### src/rtl/lcd_fetch_pkg.sv
package lcd_fetch_pkg;

    typedef enum logic [2:0] {
        ST_IDLE,
        ST_CHECK,
        ST_PAL_LOAD,
        ST_READY,
        ST_HDR_RD,
        ST_EVAL,
        ST_HALT
    } fetch_state_t;

    // Decoded header word
    typedef struct packed {
        logic       ok;       // depth code supported
        logic [2:0] shift;    // log2 of bits per pixel
        logic       big_hdr;  // full palette header in front of data
        logic       fmt16;    // 16-bit rather than 12-bit pixels
    } depth_info_t;

endpackage

### src/rtl/lcd_depth_decode.sv
module lcd_depth_decode
    import lcd_fetch_pkg::*;
(
    input  logic [2:0]  code,
    input  logic        tft,
    output depth_info_t info
);
    always_comb begin
        info = '0;
        unique case (code)
            3'd0: info = '0;
            3'd1: begin
                info.ok    = 1'b1;
                info.shift = 3'd1;
            end
            3'd2: begin
                info.ok    = 1'b1;
                info.shift = 3'd2;
            end
            3'd3: begin
                info.ok      = 1'b1;
                info.shift   = 3'd3;
                info.big_hdr = 1'b1;
            end
            default: begin
                info.ok      = 1'b1;
                info.shift   = 3'd4;
                info.big_hdr = 1'b1;
                info.fmt16   = tft;
            end
        endcase
    end
endmodule

### src/rtl/lcd_frame_geom.sv
module lcd_frame_geom #(
    parameter int ADDR_W    = 32,
    parameter int DIM_W     = 10,
    parameter int HDR_BIG   = 512,
    parameter int HDR_SMALL = 32,
    parameter int SLACK     = 2
) (
    input  logic [DIM_W-1:0]  width_m1,
    input  logic [DIM_W-1:0]  height_m1,
    input  logic [2:0]        shift,
    input  logic              hdr_present,
    input  logic              big_hdr,
    input  logic [ADDR_W-1:0] top,
    input  logic [ADDR_W-1:0] bot,
    output logic [ADDR_W-1:0] base,
    output logic [DIM_W+1:0]  step,
    output logic              fits
);
    localparam int W_W   = DIM_W + 1;
    localparam int WH_W  = 2 * W_W;
    localparam int CMP_W = ADDR_W + 2;

    logic [W_W-1:0]    w_px;
    logic [W_W-1:0]    h_ln;
    logic [WH_W-1:0]   wh;
    logic [WH_W+3:0]   wh_bits;
    logic [W_W+3:0]    w_bits;
    logic [ADDR_W-1:0] offset;
    logic [CMP_W-1:0]  need;
    logic [CMP_W-1:0]  room;

    always_comb begin
        w_px    = W_W'(width_m1) + W_W'(1);
        h_ln    = W_W'(height_m1) + W_W'(1);
        wh      = WH_W'(w_px) * WH_W'(h_ln);
        wh_bits = (WH_W+4)'(wh) << shift;
        w_bits  = (W_W+4)'(w_px) << shift;
        step    = w_bits[W_W+3:3];

        if (!hdr_present)
            offset = '0;
        else if (big_hdr)
            offset = ADDR_W'(HDR_BIG);
        else
            offset = ADDR_W'(HDR_SMALL);

        base = top + offset;
        need = CMP_W'(offset) + CMP_W'(wh_bits[WH_W+3:3]);
        room = CMP_W'(bot - top) + CMP_W'(SLACK);
        fits = (need <= room);
    end
endmodule

### src/rtl/lcd_fetch_seq.sv
module lcd_fetch_seq
    import lcd_fetch_pkg::*;
#(
    parameter int ADDR_W    = 32,
    parameter int DIM_W     = 10,
    parameter int PAL_WORDS = 256,
    parameter int HDR_BIG   = 512,
    parameter int HDR_SMALL = 32,
    parameter int SLACK     = 2,
    localparam int PAL_AW   = $clog2(PAL_WORDS)
) (
    input  logic              clk,
    input  logic              rst_n,
    input  logic              cfg_enable,
    input  logic [1:0]        cfg_load_mode,
    input  logic              cfg_tft,
    input  logic              cfg_dual,
    input  logic [1:0]        cfg_irq_mask,
    input  logic [1:0]        dma_irq_mask,
    input  logic [DIM_W-1:0]  cfg_width_m1,
    input  logic [DIM_W-1:0]  cfg_height_m1,
    input  logic              sub_active,
    input  logic              sub_first_sel,
    input  logic [DIM_W-1:0]  sub_lines,
    input  logic [ADDR_W-1:0] buf0_top,
    input  logic [ADDR_W-1:0] buf0_bot,
    input  logic [ADDR_W-1:0] buf1_top,
    input  logic [ADDR_W-1:0] buf1_bot,
    input  logic [3:0]        addr_ok,
    input  logic              frame_tick,
    output logic              rd_valid,
    output logic [ADDR_W-1:0] rd_addr,
    input  logic              rd_ready,
    input  logic [15:0]       rd_data,
    output logic              pal_we,
    output logic [PAL_AW-1:0] pal_idx,
    output logic [15:0]       pal_data,
    output logic              frm_valid,
    output logic [ADDR_W-1:0] frm_base,
    output logic [4:0]        frm_bpp,
    output logic              frm_fmt16,
    output logic [DIM_W+1:0]  frm_step,
    output logic [DIM_W-1:0]  frm_first,
    output logic [DIM_W:0]    frm_lines,
    output logic              cur_buf,
    output logic              frame_done,
    output logic              palette_done,
    output logic              sync_err,
    output logic              lcd_irq,
    output logic [2:0]        dma_cond,
    output logic              dma_irq,
    output logic              enable_clr
);
    localparam logic [1:0]        MODE_NO_FRAME = 2'd1;
    localparam logic [1:0]        MODE_NO_PAL   = 2'd2;
    localparam logic [PAL_AW-1:0] LAST_BEAT     = PAL_AW'(PAL_WORDS - 1);

    fetch_state_t state_q, state_d;

    logic              cur_q;
    logic [PAL_AW-1:0] beat_q;
    logic [15:0]       hdr_q;
    logic              frame_done_q, pal_done_q, sync_q;
    logic [2:0]        cond_q;
    logic              dma_irq_q, en_clr_q;
    logic              frm_valid_q, frm_fmt16_q;
    logic [ADDR_W-1:0] frm_base_q;
    logic [4:0]        frm_bpp_q;
    logic [DIM_W+1:0]  frm_step_q;
    logic [DIM_W-1:0]  frm_first_q;
    logic [DIM_W:0]    frm_lines_q;

    logic              rd_fire;
    logic              want_pal;
    logic              addr_bad;
    logic              working;
    logic [ADDR_W-1:0] top_cur, bot_cur;
    depth_info_t       dep;
    logic [ADDR_W-1:0] geo_base;
    logic [DIM_W+1:0]  geo_step;
    logic              geo_fits;

    assign want_pal = (cfg_load_mode != MODE_NO_PAL);
    assign top_cur  = cur_q ? buf1_top : buf0_top;
    assign bot_cur  = cur_q ? buf1_bot : buf0_bot;
    assign addr_bad = !addr_ok[0] || !addr_ok[1] ||
                      (cfg_dual && (!addr_ok[2] || !addr_ok[3]));
    assign working  = (state_q == ST_CHECK) || (state_q == ST_PAL_LOAD) ||
                      (state_q == ST_READY) || (state_q == ST_HDR_RD) ||
                      (state_q == ST_EVAL);

    lcd_depth_decode u_depth (
        .code (hdr_q[14:12]),
        .tft  (cfg_tft),
        .info (dep)
    );

    lcd_frame_geom #(
        .ADDR_W    (ADDR_W),
        .DIM_W     (DIM_W),
        .HDR_BIG   (HDR_BIG),
        .HDR_SMALL (HDR_SMALL),
        .SLACK     (SLACK)
    ) u_geom (
        .width_m1    (cfg_width_m1),
        .height_m1   (cfg_height_m1),
        .shift       (dep.shift),
        .hdr_present (want_pal),
        .big_hdr     (dep.big_hdr),
        .top         (top_cur),
        .bot         (bot_cur),
        .base        (geo_base),
        .step        (geo_step),
        .fits        (geo_fits)
    );

    // Read port
    assign rd_valid = (state_q == ST_PAL_LOAD) || (state_q == ST_HDR_RD);
    assign rd_addr  = (state_q == ST_PAL_LOAD) ?
                      top_cur + (ADDR_W'(beat_q) << 1) : top_cur;
    assign rd_fire  = rd_valid && rd_ready;
    assign pal_we   = (state_q == ST_PAL_LOAD) && rd_ready;
    assign pal_idx  = beat_q;
    assign pal_data = rd_data;

    // State register
    always_ff @(posedge clk or negedge rst_n) begin
        if (!rst_n) state_q <= ST_IDLE;
        else        state_q <= state_d;
    end

    // Next state
    always_comb begin
        state_d = state_q;
        if (working && !cfg_enable) begin
            state_d = ST_IDLE;
        end else begin
            unique case (state_q)
                ST_IDLE:     if (cfg_enable) state_d = ST_CHECK;
                ST_CHECK: begin
                    if (addr_bad)      state_d = ST_HALT;
                    else if (want_pal) state_d = ST_PAL_LOAD;
                    else               state_d = ST_READY;
                end
                ST_PAL_LOAD: if (rd_fire && beat_q == LAST_BEAT) state_d = ST_READY;
                ST_READY: begin
                    if (frame_tick && cfg_load_mode != MODE_NO_FRAME)
                        state_d = want_pal ? ST_HDR_RD : ST_EVAL;
                end
                ST_HDR_RD:   if (rd_fire) state_d = ST_EVAL;
                ST_EVAL:     state_d = (dep.ok && !geo_fits) ? ST_HALT : ST_READY;
                ST_HALT:     if (!cfg_enable) state_d = ST_IDLE;
                default:     state_d = ST_IDLE;
            endcase
        end
    end

    // Flags, read bookkeeping and descriptor
    always_ff @(posedge clk or negedge rst_n) begin
        if (!rst_n) begin
            cur_q        <= 1'b0;
            beat_q       <= '0;
            hdr_q        <= '0;
            frame_done_q <= 1'b0;
            pal_done_q   <= 1'b0;
            sync_q       <= 1'b0;
            cond_q       <= '0;
            dma_irq_q    <= 1'b0;
            en_clr_q     <= 1'b0;
            frm_valid_q  <= 1'b0;
            frm_base_q   <= '0;
            frm_bpp_q    <= '0;
            frm_fmt16_q  <= 1'b0;
            frm_step_q   <= '0;
            frm_first_q  <= '0;
            frm_lines_q  <= '0;
        end else begin
            dma_irq_q   <= 1'b0;
            en_clr_q    <= 1'b0;
            frm_valid_q <= 1'b0;
            if (working && !cfg_enable) begin
                sync_q <= 1'b0;
                if (cfg_load_mode != MODE_NO_FRAME) frame_done_q <= 1'b1;
            end else begin
                unique case (state_q)
                    ST_IDLE: begin
                        if (cfg_enable) begin
                            cur_q        <= 1'b0;
                            beat_q       <= '0;
                            frame_done_q <= 1'b0;
                            pal_done_q   <= 1'b0;
                            sync_q       <= 1'b0;
                        end
                    end
                    ST_CHECK: begin
                        if (addr_bad) begin
                            cond_q[2] <= 1'b1;
                            dma_irq_q <= dma_irq_mask[1];
                            en_clr_q  <= 1'b1;
                        end
                    end
                    ST_PAL_LOAD: begin
                        if (rd_fire) begin
                            beat_q <= beat_q + PAL_AW'(1);
                            if (beat_q == '0)        hdr_q      <= rd_data;
                            if (beat_q == LAST_BEAT) pal_done_q <= 1'b1;
                        end
                    end
                    ST_HDR_RD: begin
                        if (rd_fire) hdr_q <= rd_data;
                    end
                    ST_EVAL: begin
                        if (dep.ok) begin
                            if (!geo_fits) begin
                                sync_q   <= 1'b1;
                                en_clr_q <= 1'b1;
                            end else begin
                                frm_valid_q   <= 1'b1;
                                frm_base_q    <= geo_base;
                                frm_bpp_q     <= 5'd1 << dep.shift;
                                frm_fmt16_q   <= dep.fmt16;
                                frm_step_q    <= geo_step;
                                frm_first_q   <= (sub_active && sub_first_sel) ? sub_lines : '0;
                                frm_lines_q   <= (sub_active && !sub_first_sel) ?
                                                 (DIM_W+1)'(sub_lines) :
                                                 (DIM_W+1)'(cfg_height_m1) + (DIM_W+1)'(1);
                                cond_q[cur_q] <= 1'b1;
                                dma_irq_q     <= dma_irq_mask[0];
                                if (cfg_dual) cur_q <= ~cur_q;
                            end
                        end
                    end
                    ST_READY, ST_HALT: ;
                    default: ;
                endcase
            end
        end
    end

    assign frm_valid    = frm_valid_q;
    assign frm_base     = frm_base_q;
    assign frm_bpp      = frm_bpp_q;
    assign frm_fmt16    = frm_fmt16_q;
    assign frm_step     = frm_step_q;
    assign frm_first    = frm_first_q;
    assign frm_lines    = frm_lines_q;
    assign cur_buf      = cur_q;
    assign frame_done   = frame_done_q;
    assign palette_done = pal_done_q;
    assign sync_err     = sync_q;
    assign dma_cond     = cond_q;
    assign dma_irq      = dma_irq_q;
    assign enable_clr   = en_clr_q;
    assign lcd_irq      = (frame_done_q & cfg_irq_mask[0]) |
                          (pal_done_q & cfg_irq_mask[1]) | sync_q;

endmodule

### config.mk
export PLATFORM = sky130hd
export DESIGN_NAME = lcd_fetch_seq
export DESIGN_NICKNAME = d
export VERILOG_FILES = /design/src/rtl/lcd_fetch_pkg.sv /design/src/rtl/lcd_depth_decode.sv /design/src/rtl/lcd_frame_geom.sv /design/src/rtl/lcd_fetch_seq.sv
export SDC_FILE = /design/constraint.sdc
export NUM_CORES = 1
export LEC_CHECK = 0
export BUFFER_PORTS_ARGS = -buffer_cell sky130_fd_sc_hd__buf_4
export CORE_AREA = 2 2 185 187
export CTS_BUF_LIST = sky130_fd_sc_hd__clkbuf_4 sky130_fd_sc_hd__clkbuf_8
export DETAILED_ROUTE_END_ITERATION = 16
export DIE_AREA = 0 0 187 189
export GPL_TIMING_DRIVEN = 0
export PLACE_DENSITY_LB_ADDON = 0.25
export SKIP_LAST_GASP = 1
export SLEW_MARGIN = 20
export SYNTH_ARGS = -nofsm -noshare
export SYNTH_HDL_FRONTEND = slang
export SYNTH_SLANG_ARGS = --single-unit
### constraint.sdc
create_clock -name clk -period 6.79 [get_ports clk]
set_clock_uncertainty 0.2 [all_clocks]
set_input_delay 0.679 -clock clk [delete_from_list [all_inputs] [get_ports clk]]
set_output_delay 0.679 -clock clk [all_outputs]
set_load 0.02 [all_outputs]
==> impl_metrics.csv, run 1 <==
group,metric,value,unit
run_status,outcome,"finished with violations",
run_status,failed_checks,"setup timing",
yosys,synth_cells,1831,
routing,antenna_left,0,
placed_design,dp.final_hpwl,38.4,mm
power,worst_vdd_drop,460,uV
yosys,dominantRegCellSynth,"sky130_fd_sc_hd__dfrtp_1",
routing,postRouteWirelength,52.4,mm
routing,remaining_drc_errors,0,
die,area_of_the_die,35300,sq um
timing,relSlewSlack,33.9,%
die,placeableCoreArea,33300,sq um
clocking,worstSkewPairLatency,0.44,ns
yosys,post_synth_num_cell_types,93,
power,p_leak,10.1,nW
die,start_util,46.5,%
placed_design,dpl_cell_area,18800,sq um
die,row_count,67,
final_layout,layout_common_cells,"sky130_fd_sc_hd__buf_4, sky130_fd_sc_hd__nand2_1, sky130_fd_sc_hd__nor2_1",
worst_setup_path,path_class,"primary input to register",
worst_setup_path,critical_path.max_stage_delay,0.57,ns
routing,post_drt_via_cell_ratio,5.70,
yosys,asyncSetResetFlopFracSynth,100,%
die,dieWidth,187,um
grt,grt-ovfl-total,0,
grt,grt_pass1_wl,78.0,mm
timing,layout_worst_path_cycle_share,140,%
yosys,yosysTopAreaCell,"sky130_fd_sc_hd__dfrtp_1",
clocking,clockBufferDepth,2,
min_path,timing.hold.worst.class,"primary input to async pin",
worst_setup_path,worst-endpoint-arrival,9.60,ns
clocking,clock_tree_from_tritoncts,"built",
worst_setup_path,slowest_stage,"sky130_fd_sc_hd__fa_1",
clocking,htreeDepth,3,
yosys,synth-edff-count,0,
routing,firstDrtPassIters,6,
timing,final_max_slew_viol_count,0,
worst_setup_path,r2r_start,"cur_buf",
timing,grt_setup_unrepaired,"yes",
yosys,ys_ff_latch,95,
grt,grt_use_total,27.2,%
timing,final.setup.tns,-208.21,ns
clocking,cts_made_buffers,9,
yosys,synth.yosys.seq_area_share,15.4,%
timing,timing.final.crit_period,9.50,ns
timing,finalHoldViolCount,0,
worst_setup_path,cp_common_cell,"sky130_fd_sc_hd__fa_1",
power,p_per_area,534,nW/um^2
worst_setup_path,worstSetupStartpointType,"primary input",
clocking,cts.reportedPaths.clkPinSlew,0.13,ns
die,num_io_pins,333,
timing,final_setup_fails,80,
final_layout,syn_to_final_growth,38.0,%
grt,antenna_found_initial,2,
grt,grt_start_max_net_pins,96,
yosys,syn_area,15500,sq um
yosys,syn-mean-instance-area,8.45,sq um
worst_setup_path,critical_path.max_fanout,8,
routing,routed_wire_length_per_instance,19.1,um
placed_design,finalWeightedCongestion,0.899,
yosys,synth_warnings,0,
worst_setup_path,reg2reg_slack,-1.37,ns
routing,dr.first_iter.drc_count,1082,
placed_design,io_buffer_count,318,
clocking,tritoncts_num_sinks,95,
grt,grt_pass1_vias,15100,
yosys,yosysTopAreaCellShare,15.4,%
final_layout,finish.net_count,2695,
flow_run,max_cap_viol_count,0,
timing,fmaxAchievable,105,MHz
worst_setup_path,cp-end-kind,"register",
yosys,postSynthNetCount,2241,
final_layout,most_common_cell_after_layout_fill_and_taps_aside,"sky130_fd_sc_hd__buf_4",
final_layout,finish.utilization,64.1,%
die,die_y,189,um
timing,final.hold.worst_slack,0.174,ns
worst_setup_path,worst-endpoint-required,6.90,ns
final_layout,final_design_area_no_fill,21300,sq um
worst_setup_path,timing.rr.end,"frm_lines[10]",
worst_setup_path,register_to_register_path_depth,31,
clocking,ctsRootBufferMaster,"sky130_fd_sc_hd__clkbuf_8",
routing,vias,15600,
yosys,synth_area_leaders,"sky130_fd_sc_hd__dfrtp_1, sky130_fd_sc_hd__ha_1, sky130_fd_sc_hd__fa_1, sky130_fd_sc_hd__mux2_4, sky130_fd_sc_hd__xnor2_1",
timing,finalWorstSetupSlack,-2.71,ns
final_layout,final_layout_size_suffix_gt1_share,35.5,%
timing,worst_max_slew_pin_slew,0.984,ns
layout make-up:
class | instances | area, sq um
clock inverters | 7 | 128
multi-input cells | 1505 | 13300
well taps | 448 | 561
flip-flops and latches | 95 | 2380
diodes | 1 | 2.50
repair buffers | 446 | 3730
plain buffers | 76 | 549
clock buffers | 9 | 124
fillers | 2638 | 11900
inverters | 152 | 571
how the worst max path moves through the flow:
stage,from,endpoint,slack [ns]
after floorplan,cfg_width_m1[4],frm_base[0],-2.40
after global placement,cfg_height_m1[0],frm_base[17],-3.93
after detailed placement,cfg_height_m1[0],frm_lines[5],-4.05
after CTS,cfg_height_m1[1],frm_base[0],-2.62
after global routing,cfg_height_m1[1],frm_base[0],-3.08
final,cfg_width_m1[0],frm_base[0],-2.71
timing repair:
action	4_1_cts	5_1_grt
gates cloned	4	2
hold buffers	0	0
gates resized for setup	93	125
pin swaps	53	74
buffers inserted	62	65
setup endpoints to repair	102	87
critical path, delay by kind of cell:
family                   cells  cell delay (ns)
adder cells (fa/ha/maj)      8             3.25
AO/OA/AOI/OAI               11             2.02
AND/OR/NAND/NOR             10             1.35
buffers and inverters       10             1.28
multiplexers                 2             0.51
XOR/XNOR                     1             0.47
cells in the mapped netlist, types with 12 or more instances:
master                     count
sky130_fd_sc_hd__a21oi_1      88
sky130_fd_sc_hd__nor2b_1      25
sky130_fd_sc_hd__o211ai_1     12
sky130_fd_sc_hd__and2_1       22
sky130_fd_sc_hd__nand2b_1     22
sky130_fd_sc_hd__buf_4        18
sky130_fd_sc_hd__mux2_4       62
sky130_fd_sc_hd__a21o_1       21
sky130_fd_sc_hd__nand4_1      22
sky130_fd_sc_hd__inv_1       151
sky130_fd_sc_hd__mux2_2       45
sky130_fd_sc_hd__nand2_1     191
sky130_fd_sc_hd__xnor2_1      93
sky130_fd_sc_hd__or2_2        15
sky130_fd_sc_hd__xor2_1       74
sky130_fd_sc_hd__o21ai_0      86
sky130_fd_sc_hd__clkbuf_1     39
sky130_fd_sc_hd__nand3_1      48
sky130_fd_sc_hd__and3_1       29
sky130_fd_sc_hd__a31oi_1      15
sky130_fd_sc_hd__a211oi_1     16
sky130_fd_sc_hd__mux2i_1      42
sky130_fd_sc_hd__nor2_1      171
sky130_fd_sc_hd__ha_1        135
sky130_fd_sc_hd__dfrtp_1      95
sky130_fd_sc_hd__nor3_1       35
sky130_fd_sc_hd__fa_1         82
stage by stage:
stage,setup slack (ns),cells,power [W]
after global placement,-3.93,2597,0.00905
after global routing,-3.08,2738,0.0123
final,-2.71,2739,0.0114
after CTS,-2.62,2676,0.0104
after floorplan,-2.40,1831,0.00719
after detailed placement,-4.05,2597,0.00926
logic make-up (layout without fill, tap and decap cells):
kind of cell	Yosys count	after routing	share of synthesized area, %
XOR/XNOR	172	172	9.98
AO/OA/AOI/OAI	338	338	14.4
other	0	1	0
adder cells (fa/ha/maj)	217	217	21.5
buffers and inverters	231	690	6.83
multiplexers	153	153	12.5
flip-flops	95	95	15.4
AND/OR/NAND/NOR	625	625	19.4
flip-flops by register name (all words and copies together) (netlist names), 3 cells and up:
signal,flops
hdr_q,3
frm_lines,11
frm_base,32
pal_idx,8
frm_first,10
state_q,3
frm_step,12
dma_cond,3
frm_bpp,5
routing by layer:
layer,part of all wire [%],global-route usage [%]
met1,41,35.7
met2,47,45.1
met3,8.2,6.17
met4,3.8,7.57
met5,0.023,0
report_power, final:
part,internal (W),switching (W)
clock network,0.000251,0.000262
logic,0.00447,0.00545
registers,0.000798,0.000164
total,0.00551,0.00588
No activity file was read; power rests on OpenSTA's default activity.
==> run 2: changes to the inputs <==
--- a/config.mk
+++ b/config.mk
@@ -11,6 +11,7 @@
 export DETAILED_ROUTE_END_ITERATION = 16
 export DIE_AREA = 0 0 187 189
 export GPL_TIMING_DRIVEN = 0
+export MAX_ROUTING_LAYER = met4
 export PLACE_DENSITY_LB_ADDON = 0.25
 export SKIP_LAST_GASP = 1
 export SLEW_MARGIN = 20
==> constraint.sdc (replaced) <==
create_clock -name clk -period 9.2 [get_ports clk]
set_clock_uncertainty 0.2 [all_clocks]
set_input_delay 0.92 -clock clk [delete_from_list [all_inputs] [get_ports clk]]
set_output_delay 0.92 -clock clk [all_outputs]
set_load 0.02 [all_outputs]
==> run 2 against run 1 <==
The flow still finishes with violations (setup timing). Setup slack improved by 2.2 ns. Critical path depth unchanged. Register-to-register slack better by 1.6 ns. Clock power decreased by 27%. Combinational power down 28%. First-iteration DRC count decreased by 7.8%. Clock-buffer cell count rose by 2. Flip-flop and latch count did not move. Sequential power shrank 26%. Sequential share of layout area is 0.22 points higher. Largest power group unchanged.
==> impl_metrics.csv, run 2 (synthesized netlist as in run 1, its figures left out) <==
group,metric,value,unit
worst_setup_path,cp_num_buf_inv,10,
power,report.power.total,0.00823,W
grt,grt_pass1_wl,79.0,mm
routing,antenna_left,0,
final_layout,largest_reg_flops,32,
grt,grt_start_max_net_pins,96,
routing,drt-met1-wl,21.8,mm
clocking,cts_made_buffers,9,
final_layout,finish.net_count,2675,
die,dieWidth,187,um
placed_design,dpl_cell_area,18800,sq um
routing,routed_wire_length_per_instance,19.0,um
timing,worst_max_slew_pin_slew,1.00,ns
grt,grt_pass1_vias,15500,
final_layout,final_design_area_no_fill,20900,sq um
final_layout,layout_common_cells,"sky130_fd_sc_hd__buf_4, sky130_fd_sc_hd__nand2_1, sky130_fd_sc_hd__nor2_1",
final_layout,syn_to_final_growth,35.2,%
timing,grt_setup_unrepaired,"yes",
die,placeableCoreArea,33300,sq um
grt,grt_use_total,28.5,%
clocking,clockBufferDepth,2,
power,worst_vdd_drop,328,uV
die,area_of_the_die,35300,sq um
placed_design,io_buffer_count,318,
worst_setup_path,worst-endpoint-arrival,9.82,ns
final_layout,antenna_cells,0,
clocking,cts.hold.buffers_added,0,
run_status,outcome,"finished with violations",
worst_setup_path,critical_path.max_fanout,7,
worst_setup_path,path_class,"primary input to register",
timing,final_setup_fails,79,
routing,post_drt_via_cell_ratio,5.68,
min_path,timing.hold.worst.class,"register to register",
clocking,cts.reportedPaths.clkPinSlew,0.09,ns
placed_design,finalWeightedCongestion,0.901,
grt,antenna_found_initial,1,
routing,wl_met3,3.77,mm
timing,final_max_slew_viol_count,0,
grt,grt-ovfl-total,0,
run_status,failed_checks,"setup timing",
final_layout,filler_cell_count_in_the_final_layout,2787,
routing,remaining_drc_errors,0,
power,p_leak,9.87,nW
final_layout,most_common_cell_after_layout_fill_and_taps_aside,"sky130_fd_sc_hd__buf_4",
final_layout,final_layout_size_suffix_gt1_share,33.3,%
die,num_io_pins,333,
timing,relSlewSlack,32.7,%
routing,postRouteWirelength,51.7,mm
timing,finalHoldViolCount,0,
worst_setup_path,worst-endpoint-required,9.30,ns
worst_setup_path,slowest_stage,"sky130_fd_sc_hd__fa_1",
clocking,htreeDepth,3,
routing,vias,15400,
flow_run,max_cap_viol_count,0,
die,start_util,46.5,%
min_path,timing.hold.worst_path_depth,1,
final_layout,finish.utilization,62.9,%
power,p_per_area,393,nW/um^2
worst_setup_path,critical_path.top_delay_family,"adder cells",
routing,wire_length_on_met2,24.3,mm
routing,firstDrtPassIters,5,
clocking,clock_tree_from_tritoncts,"built",
worst_setup_path,worstSetupStartpointType,"primary input",
worst_setup_path,critical_path_cell_count,42,
clocking,ctsRootBufferMaster,"sky130_fd_sc_hd__clkbuf_8",
clocking,worstSkewPairLatency,0.43,ns
routing,dr.first_iter.drc_count,998,
timing,timing.final.crit_period,9.72,ns
routing,routed.top_layer,"met4",
timing,finalWorstSetupSlack,-0.517,ns
die,die_y,189,um
clocking,tritoncts_num_sinks,95,
worst_setup_path,critical_path.max_stage_delay,0.55,ns
worst_setup_path,register_to_register_path_depth,31,
placed_design,dp.final_hpwl,38.8,mm
die,row_count,67,
timing,layout_worst_path_cycle_share,106,%
timing,fmaxAchievable,103,MHz
worst_setup_path,cp-end-kind,"register",
## run 2: final cells by class
class / count / area (sq um) / share of cell area, %
Sequential cell: 95 / 2380 / 11.4
Inverter: 152 / 571 / 2.73
Clock inverter: 5 / 104 / 0.496
Multi-Input combinational cell: 1505 / 13100 / 62.8
Timing Repair Buffer: 428 / 3530 / 16.9
Buffer: 74 / 490 / 2.34
Clock buffer: 11 / 145 / 0.694
Tap cell: 448 / 561 / 2.68
## run 2: stage by stage
| step | setup slack [ns] | hold slack [ns] | instances | TNS (ns) |
|---|---|---|---|---|
| after CTS | -0.302 | 0.281 | 2689 | -15.80 |
| after floorplan | -0.231 | 0.378 | 1831 | -14.77 |
| after detailed placement | -1.84 | 0.261 | 2597 | -139.42 |
| after global routing | -0.770 | 0.304 | 2718 | -52.29 |
| final | -0.517 | 0.278 | 2718 | -31.89 |
| after global placement | -1.74 | 0.253 | 2597 | -131.40 |
## run 2: final timing paths
kind | end | startpoint | slack (ns)
worst max register to register | frm_lines[2] | cur_buf | 0.24
worst max-delay path | frm_lines[2] | cfg_width_m1[2] | -0.52
worst min-delay path | dma_cond[2] | dma_cond[2] | 0.28
max in group asynchronous | frm_base[15] | rst_n | 7.77
worst min register to register | dma_cond[2] | dma_cond[2] | 0.28
min in group asynchronous | frm_step[6] | rst_n | 0.41
## run 2: what timing repair did
item / 4_1_cts / 5_1_grt
endpoints found under the setup margin: 80 / 80
setup buffers: 76 / 30
pin swaps: 74 / 57
cloned: 4 / 1
gates resized for setup: 110 / 57
## run 2: power by group
group	leakage (nW)	switching, W	internal (W)
Sequential	1.21	0.000120	0.000589
Combinational	8.53	0.00395	0.00319
Clock	0.127	0.000182	0.000192
## run 2: per-layer routing
layer  global-route usage (%)  vias to the layer above
met5                        -                        -
met4                     9.74                        0
met3                     5.71                      141
met2                     45.6                      691
met1                     36.0                     7403
li1                         -                     7201
==> run 3: changes to the inputs <==
--- a/config.mk
+++ b/config.mk
@@ -6,10 +6,10 @@
 export NUM_CORES = 1
 export LEC_CHECK = 0
 export BUFFER_PORTS_ARGS = -buffer_cell sky130_fd_sc_hd__buf_4
-export CORE_AREA = 2 2 185 187
+export CORE_AREA = 2 2 188 190
 export CTS_BUF_LIST = sky130_fd_sc_hd__clkbuf_4 sky130_fd_sc_hd__clkbuf_8
 export DETAILED_ROUTE_END_ITERATION = 16
-export DIE_AREA = 0 0 187 189
+export DIE_AREA = 0 0 190 192
 export GPL_TIMING_DRIVEN = 0
 export MAX_ROUTING_LAYER = met4
 export PLACE_DENSITY_LB_ADDON = 0.25
@@ -17,4 +17,5 @@
 export SLEW_MARGIN = 20
 export SYNTH_ARGS = -nofsm -noshare
 export SYNTH_HDL_FRONTEND = slang
+export SYNTH_HIERARCHICAL = 1
 export SYNTH_SLANG_ARGS = --single-unit
==> constraint.sdc (replaced) <==
create_clock -name clk -period 9 [get_ports clk]
set_clock_uncertainty 0.2 [all_clocks]
set_input_delay 0.9 -clock clk [delete_from_list [all_inputs] [get_ports clk]]
set_output_delay 0.9 -clock clk [all_outputs]
set_load 0.02 [all_outputs]
==> run 3 against run 2 <==
The flow still finishes with violations (setup timing). First-iteration DRC count increased by 28%. Cell count increased by 6.5%. Synthesized cell count grew 11%. Largest cell class unchanged. Core utilization shrank 0.20 points.
==> impl_metrics.csv, run 3 <==
group,metric,value,unit
power,p_leak,10.4,nW
power,worst_vdd_drop,348,uV
final_layout,final_layout_size_suffix_gt1_share,31.6,%
clocking,htreeDepth,3,
worst_setup_path,path_class,"primary input to register",
die,placeableCoreArea,34300,sq um
yosys,synth_cells,2025,
die,row_count,68,
min_path,timing.hold.worst_path_depth,2,
die,num_io_pins,333,
routing,routed_wire_length_per_instance,19.6,um
worst_setup_path,critical_path.max_fanout,5,
routing,firstDrtPassIters,5,
routing,vias,16600,
clocking,worstSkewPairLatency,0.43,ns
yosys,yosysTopAreaCell,"sky130_fd_sc_hd__dfrtp_1",
worst_setup_path,register_to_register_path_depth,34,
timing,relSlewSlack,39.0,%
timing,finalWorstSetupSlack,-0.898,ns
yosys,synth.yosys.seq_area_share,14.9,%
min_path,whs_endpoint,"frm_first[0]",
die,dieWidth,190,um
placed_design,finalWeightedCongestion,0.960,
final_layout,most_common_cell_after_layout_fill_and_taps_aside,"sky130_fd_sc_hd__buf_4",
clocking,tritoncts_num_sinks,95,
timing,worst_max_slew_pin_slew,0.914,ns
clocking,cts.reportedPaths.clkPinSlew,0.12,ns
flow_run,max_cap_viol_count,0,
worst_setup_path,r2r_start,"cur_buf",
worst_setup_path,worst-endpoint-arrival,10.06,ns
yosys,synthTopCellsByCount,"sky130_fd_sc_hd__nand2_1, sky130_fd_sc_hd__nor2_1, sky130_fd_sc_hd__inv_1",
yosys,ys_ff_latch,95,
die,area_of_the_die,36500,sq um
yosys,yosysMostFrequentCell,"sky130_fd_sc_hd__nand2_1",
worst_setup_path,timing.rr.end,"frm_base[18]",
timing,timing.final.crit_period,9.90,ns
yosys,synth_area_leaders,"sky130_fd_sc_hd__dfrtp_1, sky130_fd_sc_hd__ha_1, sky130_fd_sc_hd__fa_1, sky130_fd_sc_hd__nand2_1, sky130_fd_sc_hd__xnor2_1",
timing,layout_worst_path_cycle_share,110,%
yosys,asyncSetResetFlopFracSynth,100,%
worst_setup_path,cp_common_cell,"sky130_fd_sc_hd__fa_1",
placed_design,io_buffer_count,318,
timing,final_max_slew_viol_count,0,
grt,grt_use_total,30.6,%
clocking,cts_made_buffers,9,
yosys,synth-edff-count,0,
final_layout,syn_to_final_growth,34.4,%
worst_setup_path,critical_path.max_stage_delay,0.59,ns
grt,grt-ovfl-total,0,
min_path,holdCritStartpoint,"frm_first[0]",
min_path,timing.hold.worst.class,"register to register",
run_status,failed_checks,"setup timing",
routing,dr.first_iter.drc_count,1282,
worst_setup_path,worstSetupStartpointType,"primary input",
yosys,yosysTopAreaCellShare,14.9,%
routing,postRouteWirelength,56.7,mm
final_layout,final_design_area_no_fill,21500,sq um
die,die_y,192,um
final_layout,finish.utilization,62.7,%
worst_setup_path,worst-endpoint-required,9.16,ns
yosys,postSynthNetCount,2436,
worst_setup_path,cp-end-kind,"register",
timing,final.setup.tns,-67.23,ns
routing,remaining_drc_errors,0,
power,p_per_area,427,nW/um^2
placed_design,placement.setup.worst_slack,-1.95,ns
yosys,post_synth_num_cell_types,112,
placed_design,dpl_cell_area,19400,sq um
worst_setup_path,slowest_stage,"sky130_fd_sc_hd__fa_2",
routing,antenna_left,0,
final_layout,antenna_cells,0,
clocking,clockBufferDepth,2,
final_layout,finish.net_count,2847,
placed_design,dp.final_hpwl,44.4,mm
timing,grt_setup_unrepaired,"yes",
power,report.power.total,0.00918,W
grt,grt_pass1_wl,85.0,mm
worst_setup_path,crit_start,"cfg_width_m1[1]",
final_layout,largest_reg_flops,32,
timing,finalHoldViolCount,0,
yosys,syn-mean-instance-area,7.89,sq um
grt,antenna_found_initial,0,
final_layout,layout_common_cells,"sky130_fd_sc_hd__buf_4, sky130_fd_sc_hd__nand2_1, sky130_fd_sc_hd__inv_1",
routing,post_drt_via_cell_ratio,5.72,
run_status,outcome,"finished with violations",
die,start_util,46.6,%
clocking,ctsRootBufferMaster,"sky130_fd_sc_hd__clkbuf_8",
timing,final_setup_fails,80,
grt,grt_start_max_net_pins,96,
yosys,synth_warnings,6,
worst_setup_path,reg2reg_slack,0.57,ns
yosys,syn_area,16000,sq um
timing,fmaxAchievable,101,MHz
clocking,clock_tree_from_tritoncts,"built",
grt,grt_pass1_vias,15800,
yosys,dominantRegCellSynth,"sky130_fd_sc_hd__dfrtp_1",
run 3: per-layer routing:
| layer | up-vias | wire, um | global-route usage, % | share of wire (%) |
|---|---|---|---|---|
| met5 | - | 0 | - | 0 |
| li1 | 7740 | - | - | - |
| met4 | 0 | 1300 | 7.33 | 2.3 |
| met3 | 91 | 4790 | 6.54 | 8.4 |
| met2 | 709 | 26000 | 46.9 | 46 |
| met1 | 8019 | 24600 | 41.4 | 43 |
run 3: kinds of logic after synthesis:
kind of cell	after synthesis	synth area share, %
fa+ha+maj	218	20.9
buf+inv	269	7.22
xor+xnor	171	9.60
flops	95	14.9
mux	105	7.65
compound gates	364	15.7
simple gates	803	24.0
run 3: worst max path at each step:
stage                               to  slack (ns)
after floorplan             state_q[2]       -0.36
after global placement    frm_first[7]       -1.94
after detailed placement  frm_first[7]       -1.95
after CTS                  dma_cond[1]       -0.99
after global routing        frm_bpp[1]       -1.15
final                     frm_base[18]       -0.90
run 3: repair_timing:
action | 4_1_cts | 5_1_grt
setup endpoints to repair | 80 | 80
cloned | 4 | 5
pin swaps | 63 | 91
gates resized for setup | 98 | 148
hold buffers | 0 | 0
buffers inserted | 30 | 46
run 3: layout make-up:
cell class,count,area (sq um)
multi-input cells,1661,13600
fillers,2911,12800
repair buffers,401,3310
flip-flops and latches,95,2380
plain buffers,103,768
inverters,165,632
well taps,455,569
clock buffers,9,124
clock inverters,7,86.3
run 3: power by group:
part	internal [W]	leakage (nW)	switching, W	total (W)
Combinational	0.00359	8.97	0.00457	0.00816
Sequential	0.000571	1.28	0.000124	0.000695
Clock	0.000112	0.105	0.000211	0.000323
run 3: critical path, delay by kind of cell:
family,cells,cell delay (ns)
AOI/OAI and AO/OA,10,1.48
adders and majority gates,9,3.68
buffers and inverters,8,0.83
and+or+nand+nor,12,2.22
muxes,2,0.35
xor gates and xnor gates,3,0.58
run 3: per-stage QoR:
step,instances,hold WS (ns)
after CTS,2846,0.286
after global placement,2798,0.253
after floorplan,2025,0.312
final,2896,0.281
after detailed placement,2798,0.259
after global routing,2896,0.300
